$ cat src/rtl/ipi_cmd_pkg.sv
package ipi_cmd_pkg;

  localparam logic [11:0] OFF_LO = 12'h300;
  localparam logic [11:0] OFF_HI = 12'h310;

  typedef enum logic [2:0] {
    DM_FIXED  = 3'd0,
    DM_LOWPRI = 3'd1,
    DM_SMI    = 3'd2,
    DM_RSV3   = 3'd3,
    DM_NMI    = 3'd4,
    DM_INIT   = 3'd5,
    DM_START  = 3'd6,
    DM_RSV7   = 3'd7
  } dlv_mode_e;

  typedef enum logic [1:0] {
    SH_NONE   = 2'd0,
    SH_SELF   = 2'd1,
    SH_ALL    = 2'd2,
    SH_OTHERS = 2'd3
  } short_e;

  typedef struct packed {
    short_e    sh;
    logic      trig;
    logic      lvl;
    logic      dmode;
    dlv_mode_e mode;
    logic [7:0] vec;
  } lo_cmd_t;

  function automatic lo_cmd_t unpack_lo(input logic [31:0] w);
    lo_cmd_t c;
    c.sh    = short_e'(w[19:18]);
    c.trig  = w[15];
    c.lvl   = w[14];
    c.dmode = w[11];
    c.mode  = dlv_mode_e'(w[10:8]);
    c.vec   = w[7:0];
    return c;
  endfunction

  function automatic logic [31:0] pack_lo(input lo_cmd_t c, input logic status);
    return {12'b0, c.sh, 2'b0, c.trig, c.lvl, 1'b0, status, c.dmode, c.mode, c.vec};
  endfunction

endpackage

$ cat src/rtl/ipi_cmd_regs.sv
module ipi_cmd_regs
  import ipi_cmd_pkg::*;
(
  input  logic        clk_i,
  input  logic        rst_ni,
  input  logic        wr_en_i,
  input  logic [11:0] wr_addr_i,
  input  logic [31:0] wr_data_i,
  input  logic [11:0] rd_addr_i,
  output logic [31:0] rd_data_o,
  input  logic        busy_i,
  output logic [7:0]  dest_o,
  output logic        launch_o,
  output lo_cmd_t     launch_cmd_o
);

  logic [7:0] dest_q;
  lo_cmd_t    lo_q;
  logic       hi_wr, lo_wr;

  assign hi_wr        = wr_en_i && (wr_addr_i == OFF_HI);
  assign lo_wr        = wr_en_i && (wr_addr_i == OFF_LO);
  assign launch_o     = lo_wr && !busy_i;
  assign launch_cmd_o = unpack_lo(wr_data_i);
  assign dest_o       = dest_q;

  always_ff @(posedge clk_i or negedge rst_ni) begin
    if (!rst_ni) begin
      dest_q <= '0;
      lo_q   <= '0;
    end else begin
      if (hi_wr)    dest_q <= wr_data_i[31:24];
      if (launch_o) lo_q   <= launch_cmd_o;
    end
  end

  always_comb begin
    unique case (rd_addr_i)
      OFF_LO:  rd_data_o = pack_lo(lo_q, busy_i);
      OFF_HI:  rd_data_o = {dest_q, 24'b0};
      default: rd_data_o = '0;
    endcase
  end

  AST_LOCK_WHILE_BUSY: assert property (@(posedge clk_i) disable iff (!rst_ni)
    busy_i && lo_wr |=> $stable(lo_q));

  AST_HI_NO_LAUNCH: assert property (@(posedge clk_i) disable iff (!rst_ni)
    hi_wr |-> !launch_o);

endmodule

$ cat src/rtl/ipi_target_decode.sv
module ipi_target_decode
  import ipi_cmd_pkg::*;
#(
  parameter int NUM_CORES = 8,
  parameter int ID_W      = 3
) (
  input  short_e               sh_i,
  input  logic                 dmode_i,
  input  dlv_mode_e            mode_i,
  input  logic [7:0]           vec_i,
  input  logic [7:0]           dest_i,
  input  logic [ID_W-1:0]      self_id_i,
  output logic [NUM_CORES-1:0] mask_o,
  output logic [7:0]           vec_o
);

  logic mode_ok;
  assign mode_ok = (mode_i != DM_RSV3) && (mode_i != DM_RSV7);

  for (genvar c = 0; c < NUM_CORES; c++) begin : g_core
    logic phys_hit, self_hit, sel;
    assign phys_hit = (dest_i == 8'(c));
    assign self_hit = (self_id_i == ID_W'(c));
    always_comb begin
      unique case (sh_i)
        SH_NONE:   sel = dmode_i ? dest_i[c] : phys_hit;
        SH_SELF:   sel = self_hit;
        SH_ALL:    sel = 1'b1;
        SH_OTHERS: sel = !self_hit;
        default:   sel = 1'b0;
      endcase
    end
    assign mask_o[c] = sel && mode_ok;
  end

  // vector is meaningless or must be zero for these modes
  always_comb begin
    unique case (mode_i)
      DM_SMI, DM_NMI, DM_INIT: vec_o = '0;
      default:                 vec_o = vec_i;
    endcase
  end

endmodule

$ cat src/rtl/ipi_msg_issue.sv
module ipi_msg_issue
  import ipi_cmd_pkg::*;
#(
  parameter int NUM_CORES = 8
) (
  input  logic                 clk_i,
  input  logic                 rst_ni,
  input  logic                 launch_i,
  input  logic [NUM_CORES-1:0] mask_i,
  input  logic [7:0]           vec_i,
  input  dlv_mode_e            mode_i,
  input  logic                 ready_i,
  output logic                 valid_o,
  output logic [NUM_CORES-1:0] target_o,
  output logic [7:0]           vec_o,
  output logic [2:0]           mode_o,
  output logic                 busy_o
);

  logic                 valid_q;
  logic [NUM_CORES-1:0] tgt_q;
  logic [7:0]           vec_q;
  dlv_mode_e            mode_q;
  logic                 load;

  // empty target: status never rises, nothing issued
  assign load = launch_i && (mask_i != '0);

  always_ff @(posedge clk_i or negedge rst_ni) begin
    if (!rst_ni) begin
      valid_q <= 1'b0;
      tgt_q   <= '0;
      vec_q   <= '0;
      mode_q  <= DM_FIXED;
    end else if (load) begin
      valid_q <= 1'b1;
      tgt_q   <= mask_i;
      vec_q   <= vec_i;
      mode_q  <= mode_i;
    end else if (valid_q && ready_i) begin
      valid_q <= 1'b0;
    end
  end

  assign valid_o  = valid_q;
  assign target_o = tgt_q;
  assign vec_o    = vec_q;
  assign mode_o   = mode_q;
  assign busy_o   = valid_q;

  AST_HOLD_UNTIL_ACCEPT: assert property (@(posedge clk_i) disable iff (!rst_ni)
    valid_q && !ready_i |=> valid_q && $stable(tgt_q) && $stable(vec_q) && $stable(mode_q));

  AST_DROP_AFTER_ACCEPT: assert property (@(posedge clk_i) disable iff (!rst_ni)
    valid_q && ready_i |=> !valid_q);

  AST_NONEMPTY_TARGET: assert property (@(posedge clk_i) disable iff (!rst_ni)
    valid_q |-> tgt_q != '0);

  AST_VEC_SCRUBBED: assert property (@(posedge clk_i) disable iff (!rst_ni)
    valid_q && (mode_q == DM_SMI || mode_q == DM_NMI || mode_q == DM_INIT) |-> vec_q == '0);

  AST_NO_RSV_MODE: assert property (@(posedge clk_i) disable iff (!rst_ni)
    valid_q |-> mode_q != DM_RSV3 && mode_q != DM_RSV7);

endmodule

$ cat src/rtl/ipi_cmd_unit.sv
module ipi_cmd_unit
  import ipi_cmd_pkg::*;
#(
  parameter  int NUM_CORES = 8,
  localparam int ID_W      = (NUM_CORES > 1) ? $clog2(NUM_CORES) : 1
) (
  input  logic                 clk_i,
  input  logic                 rst_ni,
  input  logic [ID_W-1:0]      self_id_i,
  input  logic                 wr_en_i,
  input  logic [11:0]          wr_addr_i,
  input  logic [31:0]          wr_data_i,
  input  logic [11:0]          rd_addr_i,
  output logic [31:0]          rd_data_o,
  output logic                 busy_o,
  output logic                 msg_valid_o,
  input  logic                 msg_ready_i,
  output logic [NUM_CORES-1:0] msg_target_o,
  output logic [7:0]           msg_vector_o,
  output logic [2:0]           msg_mode_o
);

  logic [7:0]           dest;
  logic                 launch;
  lo_cmd_t              cmd;
  logic [NUM_CORES-1:0] mask;
  logic [7:0]           vec_eff;
  logic                 busy;

  ipi_cmd_regs u_regs (
    .clk_i        (clk_i),
    .rst_ni       (rst_ni),
    .wr_en_i      (wr_en_i),
    .wr_addr_i    (wr_addr_i),
    .wr_data_i    (wr_data_i),
    .rd_addr_i    (rd_addr_i),
    .rd_data_o    (rd_data_o),
    .busy_i       (busy),
    .dest_o       (dest),
    .launch_o     (launch),
    .launch_cmd_o (cmd)
  );

  ipi_target_decode #(.NUM_CORES(NUM_CORES), .ID_W(ID_W)) u_dec (
    .sh_i      (cmd.sh),
    .dmode_i   (cmd.dmode),
    .mode_i    (cmd.mode),
    .vec_i     (cmd.vec),
    .dest_i    (dest),
    .self_id_i (self_id_i),
    .mask_o    (mask),
    .vec_o     (vec_eff)
  );

  ipi_msg_issue #(.NUM_CORES(NUM_CORES)) u_iss (
    .clk_i    (clk_i),
    .rst_ni   (rst_ni),
    .launch_i (launch),
    .mask_i   (mask),
    .vec_i    (vec_eff),
    .mode_i   (cmd.mode),
    .ready_i  (msg_ready_i),
    .valid_o  (msg_valid_o),
    .target_o (msg_target_o),
    .vec_o    (msg_vector_o),
    .mode_o   (msg_mode_o),
    .busy_o   (busy)
  );

  assign busy_o = busy;

  AST_PHYS_ONEHOT: assert property (@(posedge clk_i) disable iff (!rst_ni)
    launch && cmd.sh == SH_NONE && !cmd.dmode |-> $onehot0(mask));

  AST_OTHERS_SKIP_SELF: assert property (@(posedge clk_i) disable iff (!rst_ni)
    launch && cmd.sh == SH_OTHERS |-> (mask & (NUM_CORES'(1) << self_id_i)) == '0);

  AST_SELF_ONLY: assert property (@(posedge clk_i) disable iff (!rst_ni)
    launch && cmd.sh == SH_SELF |-> $countones(mask) <= 1);

  AST_BUSY_IS_VALID: assert property (@(posedge clk_i) disable iff (!rst_ni)
    busy_o == msg_valid_o);

endmodule

$ cat config.mk
export PLATFORM = sky130hd
export DESIGN_NAME = ipi_cmd_unit
export DESIGN_NICKNAME = d
export VERILOG_FILES = /design/src/rtl/ipi_cmd_pkg.sv /design/src/rtl/ipi_cmd_regs.sv /design/src/rtl/ipi_target_decode.sv /design/src/rtl/ipi_msg_issue.sv /design/src/rtl/ipi_cmd_unit.sv
export SDC_FILE = /design/constraint.sdc
export NUM_CORES = 1
export LEC_CHECK = 0
export ABC_CLOCK_PERIOD_IN_PS = 2640
export BUFFER_PORTS_ARGS = -buffer_cell sky130_fd_sc_hd__buf_4
export CELL_PAD_IN_SITES_DETAIL_PLACEMENT = 1
export CELL_PAD_IN_SITES_GLOBAL_PLACEMENT = 1
export CORE_ASPECT_RATIO = 1.1
export CORE_MARGIN = 2
export CORE_UTILIZATION = 34
export CTS_BUF_LIST = sky130_fd_sc_hd__clkbuf_16
export DETAILED_ROUTE_END_ITERATION = 7
export PLACE_DENSITY = 0.83
export SLEW_MARGIN = 20
export SYNTH_ARGS = -nofsm -noshare
export SYNTH_HDL_FRONTEND = slang
export SYNTH_SLANG_ARGS = --single-unit
$ cat constraint.sdc
create_clock -name clk_i -period 2.64 [get_ports clk_i]
set_clock_uncertainty 0.2 [all_clocks]
set_input_delay 0.264 -clock clk_i [delete_from_list [all_inputs] [get_ports clk_i]]
set_output_delay 0.264 -clock clk_i [all_outputs]
set_load 0.01 [all_outputs]
; Word-level counts from Yosys, hierarchy flattened
; Cells that the tools add are included.
[word_totals]
regBits = 44
output_inout_bits = 53
wordCells = 86
inputBits = 63
[classes]
muxes = 20
n_reduce_logical = 29
n_eq_ne = 26
[ops]
columns = op, count
row1 = case mux 32 bit (2 select lines), 1
row2 = "equality test 12 x 10 -> 1 bit, second input constant", 4
row3 = "equality test 8 x 3 -> 1 bit, second input constant", 4
row4 = case mux 1 bit (4 select lines), 8
row5 = "equality test 3 bit, second input constant", 6
row6 = "equality test 8 x 2 -> 1 bit, second input constant", 2
row7 = logical AND 1 bit, 14
row8 = two-way mux 1 bit, 10
row9 = "equality test 3 x 2 -> 1 bit, second input constant", 3
row10 = logical NOT 1 bit, 9
row11 = "equality test 8 x 1 -> 1 bit, second input constant", 1
row12 = logical NOT 8 bit, 1
row13 = two-way mux 8 bit, 1
row14 = nonzero test 8 bit, 1
row15 = "equality test 2 bit, second input constant", 2
row16 = "equality test 3 x 1 -> 1 bit, second input constant", 1
row17 = logical NOT 3 bit, 1
row18 = "!= test 3 x 2 -> 1 bit, second input constant", 1
row19 = "!= test 3 bit, second input constant", 1
row20 = OR reduction 3 bit, 1
row21 = "equality test 2 x 1 -> 1 bit, second input constant", 1
row22 = logical NOT 2 bit, 1
row23 = nonzero test 2 bit, 1

; Depth between registers and ports, before layout
[depth]
depth_word = 7
depth_mapped = 8
ltp_nobuf = 6

; Cells and area by module
; From an unflattened synthesis, not the netlist that was laid out.
[unflattened]
cells_unflattened = 222
area_unflattened_um2 = 2697.6
[modules_own_cells]
columns = module, cells_per_inst, area_each_um2, seq_area_each_um2, instances
row1 = ipi_cmd_regs, 112, 1412.6, 600.6, 1
row2 = ipi_msg_issue, 47, 848.3, 500.5, 1
row3 = ipi_target_decode, 63, 436.7, 0.0, 1

; Least setup slack after synthesis
; No wires, ideal clock.
[synth_path]
path_type = register to register
from = register u_regs.dest_q[7] (netlist: u_regs.dest_o[7])
to = register u_iss.tgt_q[0] (netlist: u_iss.target_o[0])
period_less_slack_ps = 2376
t_required_ps = 2312
n_path_buf = 1
stages_incl_launch_ff = 8
path_slack_ps = 264
t_arrival_ps = 2048
setup_time_ps = 128
cell_sequence = dfrtp_1 > nor4_4 > nand4_1 > a311oi_1 > nor4_1 > a31oi_1 > buf_4 > mux2_1
[synth_via]
elab_chain_cells = 6
elab_cells_between_ends = 34
cone_classes = eq/ne (7) / mux (16) / reduce/logical (11)
[synth_rtl]
columns = element, line
row1 = start: declaration, ipi_cmd_regs.sv:17  ; logic [7:0] dest_q;
row2 = start signal: assignment, ipi_cmd_regs.sv:32  ; if (hi_wr) dest_q <= wr_data_i[31:24];
row3 = equality test 8 x 1 -> 1 bit (tied with other cells), ipi_target_decode.sv:22  ; assign phys_hit = (dest_i == 8'(c));
row4 = two-way mux 1 bit, ipi_target_decode.sv:26  ; SH_NONE: sel = dmode_i ? dest_i[c] : phys_hit;
row5 = case mux 1 bit (4 select lines), ipi_target_decode.sv:25  ; unique case (sh_i)
row6 = logical AND 1 bit, ipi_target_decode.sv:33  ; assign mask_o[c] = sel && mode_ok;
row7 = nonzero test 8 bit, ipi_msg_issue.sv:27  ; assign load = launch_i && (mask_i != '0);
row8 = logical AND 1 bit, ipi_msg_issue.sv:27
row9 = end signal: assignment, ipi_msg_issue.sv:37  ; tgt_q <= mask_i;
row10 = end: declaration, ipi_msg_issue.sv:21  ; logic [NUM_CORES-1:0] tgt_q;
; Several ways; a longest one is shown, not always the timed one.
; A chain may end at the register's enable or synchronous reset.

; Final worst setup path
[layout_path]
from = register u_regs.dest_q[7] (netlist: u_regs.dest_o[7])
to = register u_iss.mode_q[1] (netlist: u_iss.mode_o[1])
[layout_via]
elab_chain_cells = 6
elab_cells_between_ends = 34
cone_classes = eq/ne (7) / mux (16) / reduce/logical (11)
[layout_rtl]
columns = element, line
row1 = equality test 8 x 1 -> 1 bit (tied with other cells), ipi_target_decode.sv:22
row2 = two-way mux 1 bit, ipi_target_decode.sv:26
row3 = case mux 1 bit (4 select lines), ipi_target_decode.sv:25
row4 = logical AND 1 bit, ipi_target_decode.sv:33
row5 = nonzero test 8 bit (*), ipi_msg_issue.sv:27
row6 = logical AND 1 bit (*), ipi_msg_issue.sv:27
row7 = end signal: assignment, ipi_msg_issue.sv:39  ; mode_q <= mode_i;
row8 = end: declaration, ipi_msg_issue.sv:23  ; dlv_mode_e mode_q;
; Mark *: on every way between the ends. The rest lies on a longest branch, timed or not.

==> impl_results.md <==
- Ant. Diodes: 0
- Ys flop type: dfrtp_1
- Final Cycle Share: 96.8%
- Yosys reg bits: 44
- Pint: 1.12 mW
- Final min period: 2560 ps
- Initial antenna violation count: 0
- Vias in the first global route: 2220
- Die height: 91.8 um
- Final hold viol count: 0
- Net Sw Frac: about a quarter
- Area delta synth->final: 47.0%
- Clk_lat worst skew: 280 ps
- R2r startpoint: u_regs.dest_o[7]$_DFFE_PN0P_
- Final core utilization: 50.9%
- Root Driver: clkbuf_16
- DPL Wire Length: ~5.2 mm
- CTS tree: done
- WHS: 6.86 ps
- Largest area contributor in the netlist: dfrtp_1
- Slew HR: 53.2%
- GRT overflow: 0
- Yosys top cell area share: between 40 and 50%
- Mapped Cells: 221
- Final Max Slew Viols: 0
- DR vias/cell: 4.91
- Post-Synth Adder-Cell Area: 0%
- Starting Density: 34.6%
- Hold Startpoint: wr_data_i[15]
- Setup crit end kind: register
- GRT Util Overall: between 10% and 20%
- Detailed-router iteration count before antenna repair: 4
- Number of port buffers: 100
- Most common library cells after synthesis: 44 x dfrtp_1, 26 x and2_1, 23 x mux2_2, 19 x nand2_1, 17 x mux2i_1
- Req. time, crit path: 2600 ps
- Combinational Power Share: 11.7%
- Share of cells above drive strength 1: 46.6%
- Mux share of post-synthesis cell area: around 22%
- Core area: 0.00689 sq mm
- Routability cong.: 0.825
- Largest family of logic cells by synthesized area: multiplexers
- Reg2reg path depth: 8
- Clock tree buffer depth: 2
- CP arrival: 2520 ps
- CTS clk-pin slew, worst paths: roughly 60 ps
- Slew @ Worst Pin: 683 ps
- H-tree lvl count: 2
- Final #Nets: 397
- Finish-stage setup viols: 0
- Synth top area cells: dfrtp_1 46%, mux2_2 11%, mux2i_1 7.1%, and2_1 6.8%, mux2_1 4.3%
- Worst setup path class: register to register
- Post-Synth Simple-Gate Area: about a fifth
- Worst Setup Start Kind: register
- Warnings from Yosys: 0
- CTS buffer count: 5
- Leakage: between 1.5 and 2 nW
- P_sw: 345 uW
- VDD IR max: 0.368 mV
- Synth Area in XOR/XNOR: 0.367%
- Drt wl/cell: 16.4 um
- Placed Area: 0.00328 sq mm
- PwrDens: 418 mW/mm^2
- # clock sinks: 44
- Die Footprint: 0.00770 sq mm
- R2R Setup Slk: 80 ps
- Pre-CTS setup slack: 55.9 ps
- Post-route setup slack: 84.8 ps
- Average size of a mapped cell: about 11 sq um
- Rows: 32
- I/O pins: 116
- Die boundary width: about 84 um
- Routed WL: 6.88 mm
- Clk pwr share: between 40% and 50%
- Count leader, synth: dfrtp_1
- Part of the power in registers: 46.4%
- Post-synth EDFFs: 0
- Unique masters post-synth: 33
- RSZ-0062 raised after global routing: true
- Max Cap Viol: 0
- First-pass GRT wire length: 11.1 mm
- Maximum clock frequency: 391 MHz
- Final ANT Viol Nets: 0
- Register area share after synthesis: a little under half
- Largest net degree at the start of global routing: 45
- Hold Path Stages: 2
- Mapped Area: approximately 0.0024 sq mm
- Routed via count: 2063
- Status: complete, no violations
- Ys async rst share: 100%
- First-iteration detailed-routing DRC count: 62
- Worst setup startpoint: u_regs.dest_o[7]$_DFFE_PN0P_
- Detailed-route DRC error count: 0
- Worst min path class: primary input to register
- Finished Cell Area: 0.00350 sq mm
- Max FO, Critical Path: 12
- Compound-gate portion of the synthesized area: ~4.6%
## worst paths after layout
| path | to |
|---|---|
| min | u_regs.lo_q[13]$_DFFE_PN0P_ |
| min in group asynchronous | u_regs.lo_q[0]$_DFFE_PN0P_ |
| max | u_iss.mode_o[1]$_DFFE_PN0P_ |
| max in group asynchronous | u_regs.dest_o[1]$_DFFE_PN0P_ |
| max reg2reg | u_iss.mode_o[1]$_DFFE_PN0P_ |
| min reg2reg | u_iss.target_o[7]$_DFFE_PN0P_ |
## stage by stage
step / setup TNS [ps] / power [mW] / cells
after detailed placement: 0 / 0.852 / 410
after global routing: -395 / 1.53 / 420
after global placement: 0 / 0.847 / 410
after floorplan: 0 / 0.751 / 227
after CTS: 0 / 1.47 / 419
final: 0 / 1.46 / 420
## area by class of cell
type / instances / area, sq um
fillers: 794 / 3380
multi-input cells: 154 / 1220
flip-flops and latches: 44 / 1100
repair buffers: 115 / 878
clock buffers: 5 / 125
well taps: 85 / 106
inverters: 14 / 52.6
clock inverters: 3 / 23.8
## flip-flops by register name, summed over array words and instances, names as in the netlist
signal          flops
u_regs.lo_q        16
u_iss.target_o      8
u_iss.vec_o         8
u_regs.dest_o       8
u_iss.mode_o        3
u_iss.busy_o        1
## critical path: stages (launching register included)
cell and delay [ps]:
dfrtp_1 410, nor4_4 280, buf_4 200, nand4_1 110, a311oi_2 340, nor4_1 120, a31oi_2 270, buf_12 180
mux2_1 330
## metal layers
metal	GRT usage (%)	vias up	part of all wire, %
met3	6.75	12	7.1
met2	32.7	63	53
met4	5.65	0	2.2
met1	19.9	1007	37
li1	-	981	-
met5	0	-	0
## repair_timing
item / CTS / global route
resized for setup: 0 / 9
setup endpoints to repair: 0 / 11
hold buffers: 1 / 0
setup buffers: 0 / 1
endpoints found under the hold margin: 44 / 0
## placed cells by master (no fill, tap or decap), types with 2 or more instances in the layout
cell type   instances
nor2b_1             2
nand4_1             4
nor4_1              2
nand4b_1            3
nor3_1              4
nand3b_1            2
nand3_1             5
mux2i_1            17
conb_1              7
nor4b_1             3
mux2_1              9
dfrtp_1            44
mux2_2             23
and2_1             26
a311oi_2            7
inv_1              14
nor2_1              6
nor3b_1             3
buf_4             113
clkinvlp_4          2
nand2_1            19
clkbuf_16           5
## power by group through the flow
stage | clock network (mW) | logic [mW] | registers [mW]
global placement | 0 | 0.155 | 0.692
finish | 0.614 | 0.171 | 0.679
CTS | 0.631 | 0.162 | 0.679
detailed placement | 0 | 0.160 | 0.692
floorplan | 0 | 0.0587 | 0.692
global route | 0.660 | 0.189 | 0.679
## cells by family (layout without fill, tap and decap cells)
family,Yosys count,in the layout
simple gates,83,83
xor+xnor,1,1
compound gates,14,14
other cells,1,7
flops,44,44
mux,49,49
buf+inv,29,137
No activity file was read; power rests on OpenSTA's default activity.
